### src/rtl/ecpx_pkg.sv
package ecpx_pkg;

    localparam int BYTE_W = 8;
    localparam int OFS_W  = 3;
    localparam int MODE_W = 3;

    typedef enum logic [MODE_W-1:0] {
        MODE_STD  = 3'd0,
        MODE_BYTE = 3'd1,
        MODE_PPF  = 3'd2,
        MODE_XF   = 3'd3,
        MODE_ENH  = 3'd4,
        MODE_RSVD = 3'd5,
        MODE_TEST = 3'd6,
        MODE_CFG  = 3'd7
    } ecpx_mode_e;

    localparam logic [OFS_W-1:0] OFS_DATA = 3'd0;
    localparam logic [OFS_W-1:0] OFS_CFGB = 3'd1;
    localparam logic [OFS_W-1:0] OFS_ECR  = 3'd2;

    localparam logic [BYTE_W-1:0] IDLE_BYTE = 8'hFF;

    typedef struct packed {
        ecpx_mode_e        mode;
        logic [2:0]        ctl;
        logic [BYTE_W-1:0] cfgb;
        logic [BYTE_W-1:0] dat;
    } ecpx_regs_t;

endpackage

### src/rtl/ecpx_fifo.sv
module ecpx_fifo #(
    parameter int DEPTH = 2,
    parameter int DW    = 8
) (
    input  logic          clk,
    input  logic          rst_n,
    input  logic          flush,
    input  logic          push,
    input  logic          pop,
    input  logic [DW-1:0] wbyte,
    output logic [DW-1:0] rbyte,
    output logic          empty,
    output logic          full
);

    localparam int PW = (DEPTH > 1) ? $clog2(DEPTH) : 1;
    localparam logic [PW-1:0] LAST = PW'(DEPTH - 1);

    typedef struct packed {
        logic [DEPTH-1:0][DW-1:0] mem;
        logic [PW-1:0]            wp;
        logic [PW-1:0]            rp;
        logic                     empty;
        logic                     full;
    } fifo_st_t;

    fifo_st_t s_d, s_q;
    logic [PW-1:0] rp_nx;

    always_comb begin
        s_d   = s_q;
        rp_nx = (s_q.rp == LAST) ? '0 : s_q.rp + 1'b1;
        if (flush) begin
            s_d.wp    = '0;
            s_d.rp    = '0;
            s_d.empty = 1'b1;
            s_d.full  = 1'b0;
        end else if (push) begin
            s_d.mem[s_q.wp] = wbyte;
            s_d.empty       = 1'b0;
            if (s_q.wp == LAST) begin
                s_d.wp   = '0;
                s_d.full = 1'b1;
            end else begin
                s_d.wp   = s_q.wp + 1'b1;
                s_d.full = 1'b0;
            end
        end else if (pop && !s_q.empty) begin
            s_d.rp    = rp_nx;
            s_d.empty = (rp_nx == s_q.wp);
            s_d.full  = 1'b0;
        end
    end

    always_ff @(posedge clk) begin
        if (!rst_n) begin
            s_q       <= '0;
            s_q.empty <= 1'b1;
        end else begin
            s_q <= s_d;
        end
    end

    assign rbyte = s_q.mem[s_q.rp];
    assign empty = s_q.empty;
    assign full  = s_q.full;

    // the two status bits never both read one
    p_flags_exclusive_r2: assert property (@(posedge clk) disable iff (!rst_n)
        !(s_q.empty && s_q.full));

    // a flush leaves both pointers at zero with empty status
    p_flush_empty_r6: assert property (@(posedge clk) disable iff (!rst_n)
        flush |=> (s_q.empty && !s_q.full && s_q.wp == '0 && s_q.rp == '0));

    // a push always leaves the FIFO non-empty
    p_push_nonempty_r3: assert property (@(posedge clk) disable iff (!rst_n)
        (push && !flush) |=> !s_q.empty);

    // a pop on an empty FIFO moves nothing
    p_empty_pop_hold_r5: assert property (@(posedge clk) disable iff (!rst_n)
        (pop && !push && !flush && s_q.empty) |=> ($stable(s_q.rp) && $stable(s_q.wp) && s_q.empty));

endmodule

### src/rtl/ecpx_rdmux.sv
module ecpx_rdmux
    import ecpx_pkg::*;
(
    input  logic [OFS_W-1:0]  addr,
    input  logic              test_mode,
    input  logic [BYTE_W-1:0] ecr,
    input  logic [BYTE_W-1:0] cfgb,
    input  logic [BYTE_W-1:0] plain,
    input  logic [BYTE_W-1:0] fifo_byte,
    output logic [BYTE_W-1:0] rd_data
);

    always_comb begin
        unique case (addr)
            OFS_DATA: rd_data = test_mode ? fifo_byte : plain;
            OFS_CFGB: rd_data = cfgb;
            OFS_ECR:  rd_data = ecr;
            default:  rd_data = IDLE_BYTE;
        endcase
    end

endmodule

### src/rtl/ecpx_regwin.sv
module ecpx_regwin
    import ecpx_pkg::*;
#(
    parameter int FIFO_DEPTH = 2
) (
    input  logic              clk,
    input  logic              rst_n,
    input  logic [OFS_W-1:0]  addr,
    input  logic              wr_en,
    input  logic [BYTE_W-1:0] wdata,
    input  logic              rd_en,
    output logic [BYTE_W-1:0] rd_data
);

    ecpx_regs_t r_d, r_q;

    logic              test_mode;
    logic              wr_data, wr_cfgb, wr_ecr, rd_data_ofs;
    logic              mode_change;
    logic              f_push, f_pop, f_flush;
    logic              f_empty, f_full;
    logic [BYTE_W-1:0] f_byte;
    logic [BYTE_W-1:0] ecr_byte;

    assign test_mode   = (r_q.mode == MODE_TEST);
    assign wr_data     = wr_en && (addr == OFS_DATA);
    assign wr_cfgb     = wr_en && (addr == OFS_CFGB);
    assign wr_ecr      = wr_en && (addr == OFS_ECR);
    assign rd_data_ofs = rd_en && !wr_en && (addr == OFS_DATA);
    assign mode_change = wr_ecr && (wdata[BYTE_W-1 -: MODE_W] != r_q.mode);

    assign f_push  = wr_data && test_mode;
    assign f_pop   = rd_data_ofs && test_mode;
    assign f_flush = mode_change;

    always_comb begin
        r_d = r_q;
        if (wr_data && !test_mode) begin
            r_d.dat = wdata;
        end
        if (wr_cfgb) begin
            r_d.cfgb = wdata;
        end
        if (wr_ecr) begin
            r_d.mode = ecpx_mode_e'(wdata[BYTE_W-1 -: MODE_W]);
            r_d.ctl  = wdata[4:2];
        end
    end

    always_ff @(posedge clk) begin
        if (!rst_n) begin
            r_q      <= '0;
            r_q.mode <= MODE_STD;
        end else begin
            r_q <= r_d;
        end
    end

    assign ecr_byte = {r_q.mode, r_q.ctl, f_full, f_empty};

    ecpx_fifo #(
        .DEPTH (FIFO_DEPTH),
        .DW    (BYTE_W)
    ) fifo_i (
        .clk   (clk),
        .rst_n (rst_n),
        .flush (f_flush),
        .push  (f_push),
        .pop   (f_pop),
        .wbyte (wdata),
        .rbyte (f_byte),
        .empty (f_empty),
        .full  (f_full)
    );

    ecpx_rdmux rdmux_i (
        .addr      (addr),
        .test_mode (test_mode),
        .ecr       (ecr_byte),
        .cfgb      (r_q.cfgb),
        .plain     (r_q.dat),
        .fifo_byte (f_byte),
        .rd_data   (rd_data)
    );

    // the written mode field is installed on the next cycle
    p_mode_install_r6: assert property (@(posedge clk) disable iff (!rst_n)
        wr_ecr |=> (rd_data != rd_data || r_q.mode == $past(wdata[BYTE_W-1 -: MODE_W])));

    // an ECR write that keeps the mode leaves the FIFO status alone
    p_same_mode_keep_r7: assert property (@(posedge clk) disable iff (!rst_n)
        (wr_ecr && !mode_change) |=> ($stable(f_empty) && $stable(f_full)));

    // outside test mode the FIFO status never moves on data accesses
    p_plain_no_fifo_r8: assert property (@(posedge clk) disable iff (!rst_n)
        (!test_mode && !wr_ecr && (wr_data || rd_data_ofs)) |=> ($stable(f_empty) && $stable(f_full)));

    // unmapped offsets read as all ones
    p_unmapped_ff_r10: assert property (@(posedge clk) disable iff (!rst_n)
        (rd_en && addr > OFS_ECR) |-> (rd_data == IDLE_BYTE));

endmodule

### config.mk
export PLATFORM = sky130hd
export DESIGN_NAME = ecpx_regwin
export DESIGN_NICKNAME = d
export VERILOG_FILES = /design/src/rtl/ecpx_pkg.sv /design/src/rtl/ecpx_fifo.sv /design/src/rtl/ecpx_rdmux.sv /design/src/rtl/ecpx_regwin.sv
export SDC_FILE = /design/constraint.sdc
export NUM_CORES = 1
export LEC_CHECK = 0
export BUFFER_PORTS_ARGS = -buffer_cell sky130_fd_sc_hd__buf_2
export CORE_MARGIN = 5
export CORE_UTILIZATION = 50
export CTS_BUF_LIST = sky130_fd_sc_hd__clkbuf_4 sky130_fd_sc_hd__clkbuf_8 sky130_fd_sc_hd__clkbuf_16
export DETAILED_ROUTE_END_ITERATION = 7
export PLACE_DENSITY_LB_ADDON = 0.25
export REMOVE_ABC_BUFFERS = 1
export SETUP_SLACK_MARGIN = 0.02
export SYNTH_ARGS = -nofsm -noshare
export SYNTH_HDL_FRONTEND = slang
export SYNTH_HIERARCHICAL = 1
export SYNTH_SLANG_ARGS = --single-unit
### constraint.sdc
create_clock -name clk -period 4.49 [get_ports clk]
set_input_delay 0.449 -clock clk [delete_from_list [all_inputs] [get_ports clk]]
set_output_delay 0.449 -clock clk [all_outputs]
set_load 0.005 [all_outputs]
# Yosys cells after proc, flatten, opt, wreduce, memory -nomap -nowiden
# Cells that the tools add are included.
# W data, S select, Z words.
[totals]
wordCells = 54
reg_bits = 42
[classes]
eq_ne = 5
n_mux = 12
addsub = 2
n_reduce_logical = 19
n_lt_le_gt_ge = 3
n_bitwise = 3
[ops]
columns = ["operator", "count"]
rows = [
  ["$mux W8", 4],
  ["$pmux W8 S3", 1],
  ["$bwmux W16", 1],
  ["$logic_and A1 B1 Y1", 11],
  ["$demux W8 S1", 1],
  ["$lt A1 B2 Y1 const B", 2],
  ["$mux W2", 2],
  ["$reduce_and A2 Y1", 2],
  ["$eq A3 B1 Y1 const B", 1],
  ["$eq A3 B2 Y1 const B", 1],
  ["$eq A3 B3 Y1 const B", 1],
  ["$logic_not A1 Y1", 3],
  ["$logic_not A3 Y1", 1],
  ["$mux W1", 3],
  ["$ne A3 B3 Y1", 1],
  ["$not A1 Y1", 3],
  ["$add A1 B1 Y1 const B", 2],
  ["$reduce_bool A2 Y1", 1],
  ["$reduce_or A2 Y1", 1],
  ["$eq A1 B1 Y1", 1],
  ["$ge A1 B1 Y1 const B", 1],
]

# Depth between registers and ports, before layout
[depth]
ltp_word = 7
ltp_mapped = 9
mapped_depth_nobuf = 6

# By module
# The synthesis kept the hierarchy.
[modules_own_cells]
columns = ["module", "area_each_um2", "n_inst", "seq_area_each_um2", "cells_per_inst"]
rows = [
  ["ecpx_regwin", 942.2, 1, 440.4, 92],
  ["ecpx_fifo", 874.6, 1, 400.4, 91],
  ["ecpx_rdmux", 377.9, 1, 0.0, 39],
]

# Least setup slack after synthesis
# Ideal clock, no wire load.
[synth_timing]
kind = "in2reg"
from = "input addr[0]"
to = "register fifo_i/s_q[12] in the netlist's numbering"
setup_time_ps = 129
stages = 6
path_slack_ps = 2733
arrival_ps = 1628
t_required_ps = 4361
cell_sequence = "nor4bb_1 -> buf_2 -> o31a_1 -> nand3b_1 -> clkbuf_1 -> o21ai_0"
[synth_between]
elab_chain_len = 5
elab_cells_between_ends = 8
cone_classes = "1 x eq/ne; 1 x bitwise; 6 x reduce/logical"
[synth_rtl]
columns = ["item", "line_no", "source"]
rows = [
  ["from (decl)", "ecpx_regwin.sv:8", "input logic [OFS_W-1:0] addr,"],
  ["$eq A3 B2 Y1", "ecpx_regwin.sv:28", "assign wr_ecr = wr_en && (addr == OFS_ECR);"],
  ["$logic_and A1 B1 Y1", "ecpx_regwin.sv:28", ""],
  ["$logic_and A1 B1 Y1", "ecpx_regwin.sv:30", "assign mode_change = wr_ecr && (wdata[BYTE_W-1 -: MODE_W] != r_q.mode);"],
  ["named net f_flush", "ecpx_regwin.sv:20", "logic f_push, f_pop, f_flush;"],
  ["$not A1 Y1 (no line)", "--", ""],
  ["$reduce_and A2 Y1 (no line)", "--", ""],
  ["to (decl)", "ecpx_fifo.sv:27", "fifo_st_t s_d, s_q;"],
]
# The timed path passes the listed nets, and every way through them passes these cells.
# A chain may end at the register's enable or synchronous reset.

# Worst setup path after layout
[layout_timing]
from = "input addr[1]"
to = "output rd_data[6]"
[layout_between]
elab_chain_len = 2
elab_cells_between_ends = 4
cone_classes = "2 x eq/ne; 1 x mux; 1 x reduce/logical"
[layout_rtl]
columns = ["item", "line_no", "source"]
rows = [
  ["$eq A3 B2 Y1, or another cell as far along", "ecpx_rdmux.sv:14", "unique case (addr)"],
  ["$pmux W8 S3 *", "ecpx_rdmux.sv:14", ""],
  ["to (decl)", "ecpx_regwin.sv:12", "output logic [BYTE_W-1:0] rd_data"],
]
# Mark *: on every way between the ends. The rest lies on a longest branch, timed or not.

==> implementation parameters <==
Parameter                              Value

Timing
  Worst Max-Slew Pin Slew    between 0.9 and 1 ns
  Count of pins over their slew limit    0
  Minimum clock period    ~2.4 ns
  Number of endpoints with negative hold slack in the final report    0
  Worst slew slack as a fraction of its limit    0.3686
  RSZ-0062 raised after global routing    no
  Setup Viol. Count Final    0
  Fin crit share    0.5368
  Final-layout setup total negative slack    0 ns
  Maximum achievable frequency    ~0.41 GHz
  Clock skew after layout    between 0.007 and 0.008 ns

Die
  I/O pin total    23
  Effective utilization at floorplan    0.5111
  Rows    24
  Die area    0.005814 mm^2
  Die Wd    76.25 um
  Chip Height    76.25 um
  Area of the core    0.004294 mm^2

Cells and area
  Number of antenna diodes    0
  Final non-filler cell area    between 0.002 and 0.0025 mm^2
  Area growth syn-to-layout    9.920%
  Area of combinational cells with multiple inputs    ~0.0012 mm^2
  Fraction of layout cells with a size suffix above 1    0.2754
  Post-layout nets    250
  Post-Layout Cell Count    288
  Fill cells    about 390
  Sequential Area    approximately 840 um^2

Yosys
  Flop and latch count out of synthesis    42
  Dominant cells by area after synthesis    dfxtp_1 38%, mux2i_1 14%, a221oi_2 5.5%
  Synth top cells by count    42 x dfxtp_1, 30 x mux2i_1, 26 x nand2_1
  Syn avg cell area    roughly 9.9 um^2
  Count of yosys warnings during synthesis    6
  Fraction of the yosys area taken by sequential cells    0.3831
  Top-count cell post-synth    dfxtp_1
  Portion of synthesized cell area occupied by the leading cell type    0.3831
  Mapped Area    between 0.002 and 0.0025 mm^2
  Most used flip-flop cell after synthesis    dfxtp_1
  Number of instances in the synthesized netlist    about 220
  Cell variety after synth    31
  Async SR Flop Fraction    0
  Post-synth EDFFs    0
  Library cell with the largest summed area after synthesis    dfxtp_1

Clock network
  Library cell used as clock root buffer    clkbuf_8
  Resized Gates After CTS    0
  Insertion delay to the later sink of the worst-skew pair    approximately 0.30 ns
  CTS tree    yes
  Maximum root-to-sink buffer count    2
  # H-tree levels    2
  Total clock sinks    42
  Clk pin slew, worst setup/hold paths    approximately 0.07 ns
  Clock buffer count from CTS    5
  Quantity of hold-fixing buffers added after cts    0
  Post-CTS setup buffer count    0

Worst setup path
  Worst endpoint required time    about 4.0 ns
  Top cell family by delay on the critical path    simple AND/OR/NAND/NOR gates
  Worst setup path startpoint    addr[1]
  CP Max Fanout    14
  CP Depth    4
  Reg2reg start    ecr_byte[7]$_SDFFE_PN0P_
  Cells along the critical path    buf_2 > nor2b_1 > a221oi_2 > buf_2
  Worst reg2reg path depth    6
  Buf+Inv Stages, Crit Path    2
  Most repeated library cell on the critical path    buf_2
  Endpoint type of the worst setup path    primary output
  Category of the worst setup path launch point    input port
  Maximum single-stage delay on the critical path    0.81 ns
  Slowest cell on the critical path    nor2b_1
  Worst setup path category    in2out
  Critical path arrival    a little under 2 ns

Outcome
  Result of the run    completed

Detailed routing
  Routed via count    between 1,500 and 2,000
  Pre-antenna DRT Iters    4
  Remaining routing DRC violations    0
  WL final    around 4800 um
  Post-route ant nets    0
  DRC marker count from the first detailed-route iteration    88
  Routed wire per std cell    between 15 and 20 um
  Vias per cell    between 5 and 6

Power and ir drop
  Internal    approximately 0.63 mW
  Power after layout    about 0.8 mW
  Power per unit of standard cell area    338.7 mW/mm^2
  Max IR drop VDD    0.2620 mV
  Leak Pwr    around 0.83 nW
  Fraction of power consumed by combinational cells    0.093
  Switching Power    between 0.15 and 0.2 mW
  Switching Fraction    0.2286
  Portion of total power attributed to sequential cells    0.464
  Part of the total power dissipated in the clock network    0.443

Placed design
  Number of cells in the design after placement    between 200 and 300
  Half-perimeter wire length of the detailed placement result    between 3000 and 4000 um
  Gpl congestion    0.7876
  Total of buffers placed on input and output ports    22
  Placement-stage cell area    about 0.0023 mm^2

Hold path
  Hold Crit Start    wdata[0]
  Worst hold path cell count    3
  Class of the tightest hold or removal check    in2reg

GRT
  First-pass GRT wire length    between 8000 and 9000 um
  Met1 demand-to-capacity share in global routing    0.2098
  Busiest layer in global routing    met2
  Overall fraction of global-route tracks in use    0.1708
  Final global-route overflow total    0
  Number of antenna violations at the first check in global routing    0
  Pin count of the biggest net entering global routing    56
  Met3 Usage GRT    0.03901
  Routing usage on met2    0.2757
  Via count of the first global-routing pass    between 1,500 and 2,000

Run
  Count of maximum capacitance violations    0
-- cell type report --
| type | instances | share of cell area |
|---|---|---|
| clock buffer | 5 | 0.02853 |
| clock inverter | 3 | 0.02853 |
| multi-input combinational | 162 | 0.5156 |
| sequential | 42 | 0.3485 |
| tap | 52 | 0.02697 |
| timing repair buffer | 24 | 0.05187 |
-- worst reg2reg max path, delay by kind of cell, from the launching register on --
family | cells | cell delay (ns)
flops | 1 | 0.41
compound gates | 1 | 0.07
simple gates | 5 | 1.81
-- metal layers --
layer,share of wire,vias to the layer above
met3,0.036,16
met1,0.45,747
met5,0,-
met4,0.037,0
li1,-,816
met2,0.48,27
-- logic make-up (layout without fill, tap and decap cells) --
kind of cell           Yosys count  in the layout  synth area share
AO/OA/AOI/OAI                   30             30            0.1214
AND/OR/NAND/NOR                 89             89            0.2417
XOR/XNOR                         5              5           0.01995
flip-flops                      42             42            0.3831
multiplexers                    38             38            0.1779
buffers and inverters           18             32           0.05587
-- metrics by stage --
| step | setup WS [ns] | hold slack, ns | utilization |
|---|---|---|---|
| 2_1_floorplan | 1.941 | 0.4341 | - |
| 6_report | 2.080 | 0.4170 | 0.5618 |
| 5_1_grt | 1.865 | 0.4278 | 0.5618 |
| 3_5_place_dp | 2.080 | 0.4503 | 0.5297 |
| 4_1_cts | 2.078 | 0.4153 | 0.5618 |
| 3_3_place_gp | 2.065 | 0.4473 | 0.5297 |
-- power by group through the flow --
stage               logic (mW)  registers (mW)  clock network, mW
floorplan               0.0378           0.387                  0
global placement        0.0761           0.388                  0
detailed placement      0.0760           0.388                  0
CTS                     0.0768           0.379              0.367
global route            0.0832           0.380              0.381
finish                  0.0758           0.379              0.362
-- worst paths after layout --
kind,end,slack (ns)
max,rd_data[6],2.08
min,r_q[0]$_SDFFE_PN0P_,0.42
max reg2reg,fifo_i/s_q[4]$_SDFFE_PN0P_,2.08
min reg2reg,fifo_i/s_q[7]$_SDFFE_PN0P_,0.46
-- registers in the layout (all words and copies together), names as in the netlist --
signal / count
fifo_i/empty: 1
ecr_byte: 6
r_q: 16
fifo_i/s_q: 18
fifo_i/full: 1
-- cell usage in the layout, fill, tap and decap left out, types with 2 or more instances in the layout --
| cell type | count |
|---|---|
| nand2b_1 | 3 |
| nand3_2 | 2 |
| o21ai_2 | 8 |
| nor4bb_2 | 2 |
| buf_2 | 22 |
| mux2i_1 | 30 |
| mux2_2 | 8 |
| bufinv_16 | 2 |
| dfxtp_1 | 42 |
| nor2b_1 | 15 |
| buf_4 | 2 |
| nor2_1 | 11 |
| nand3b_1 | 2 |
| nand2_1 | 26 |
| xor2_1 | 4 |
| o21ai_0 | 9 |
| a221oi_2 | 8 |
| nor4b_2 | 2 |
| a21oi_1 | 3 |
| nand3_1 | 14 |
| clkbuf_8 | 5 |
| nor4b_1 | 7 |
(Power assumes the default switching activity.)
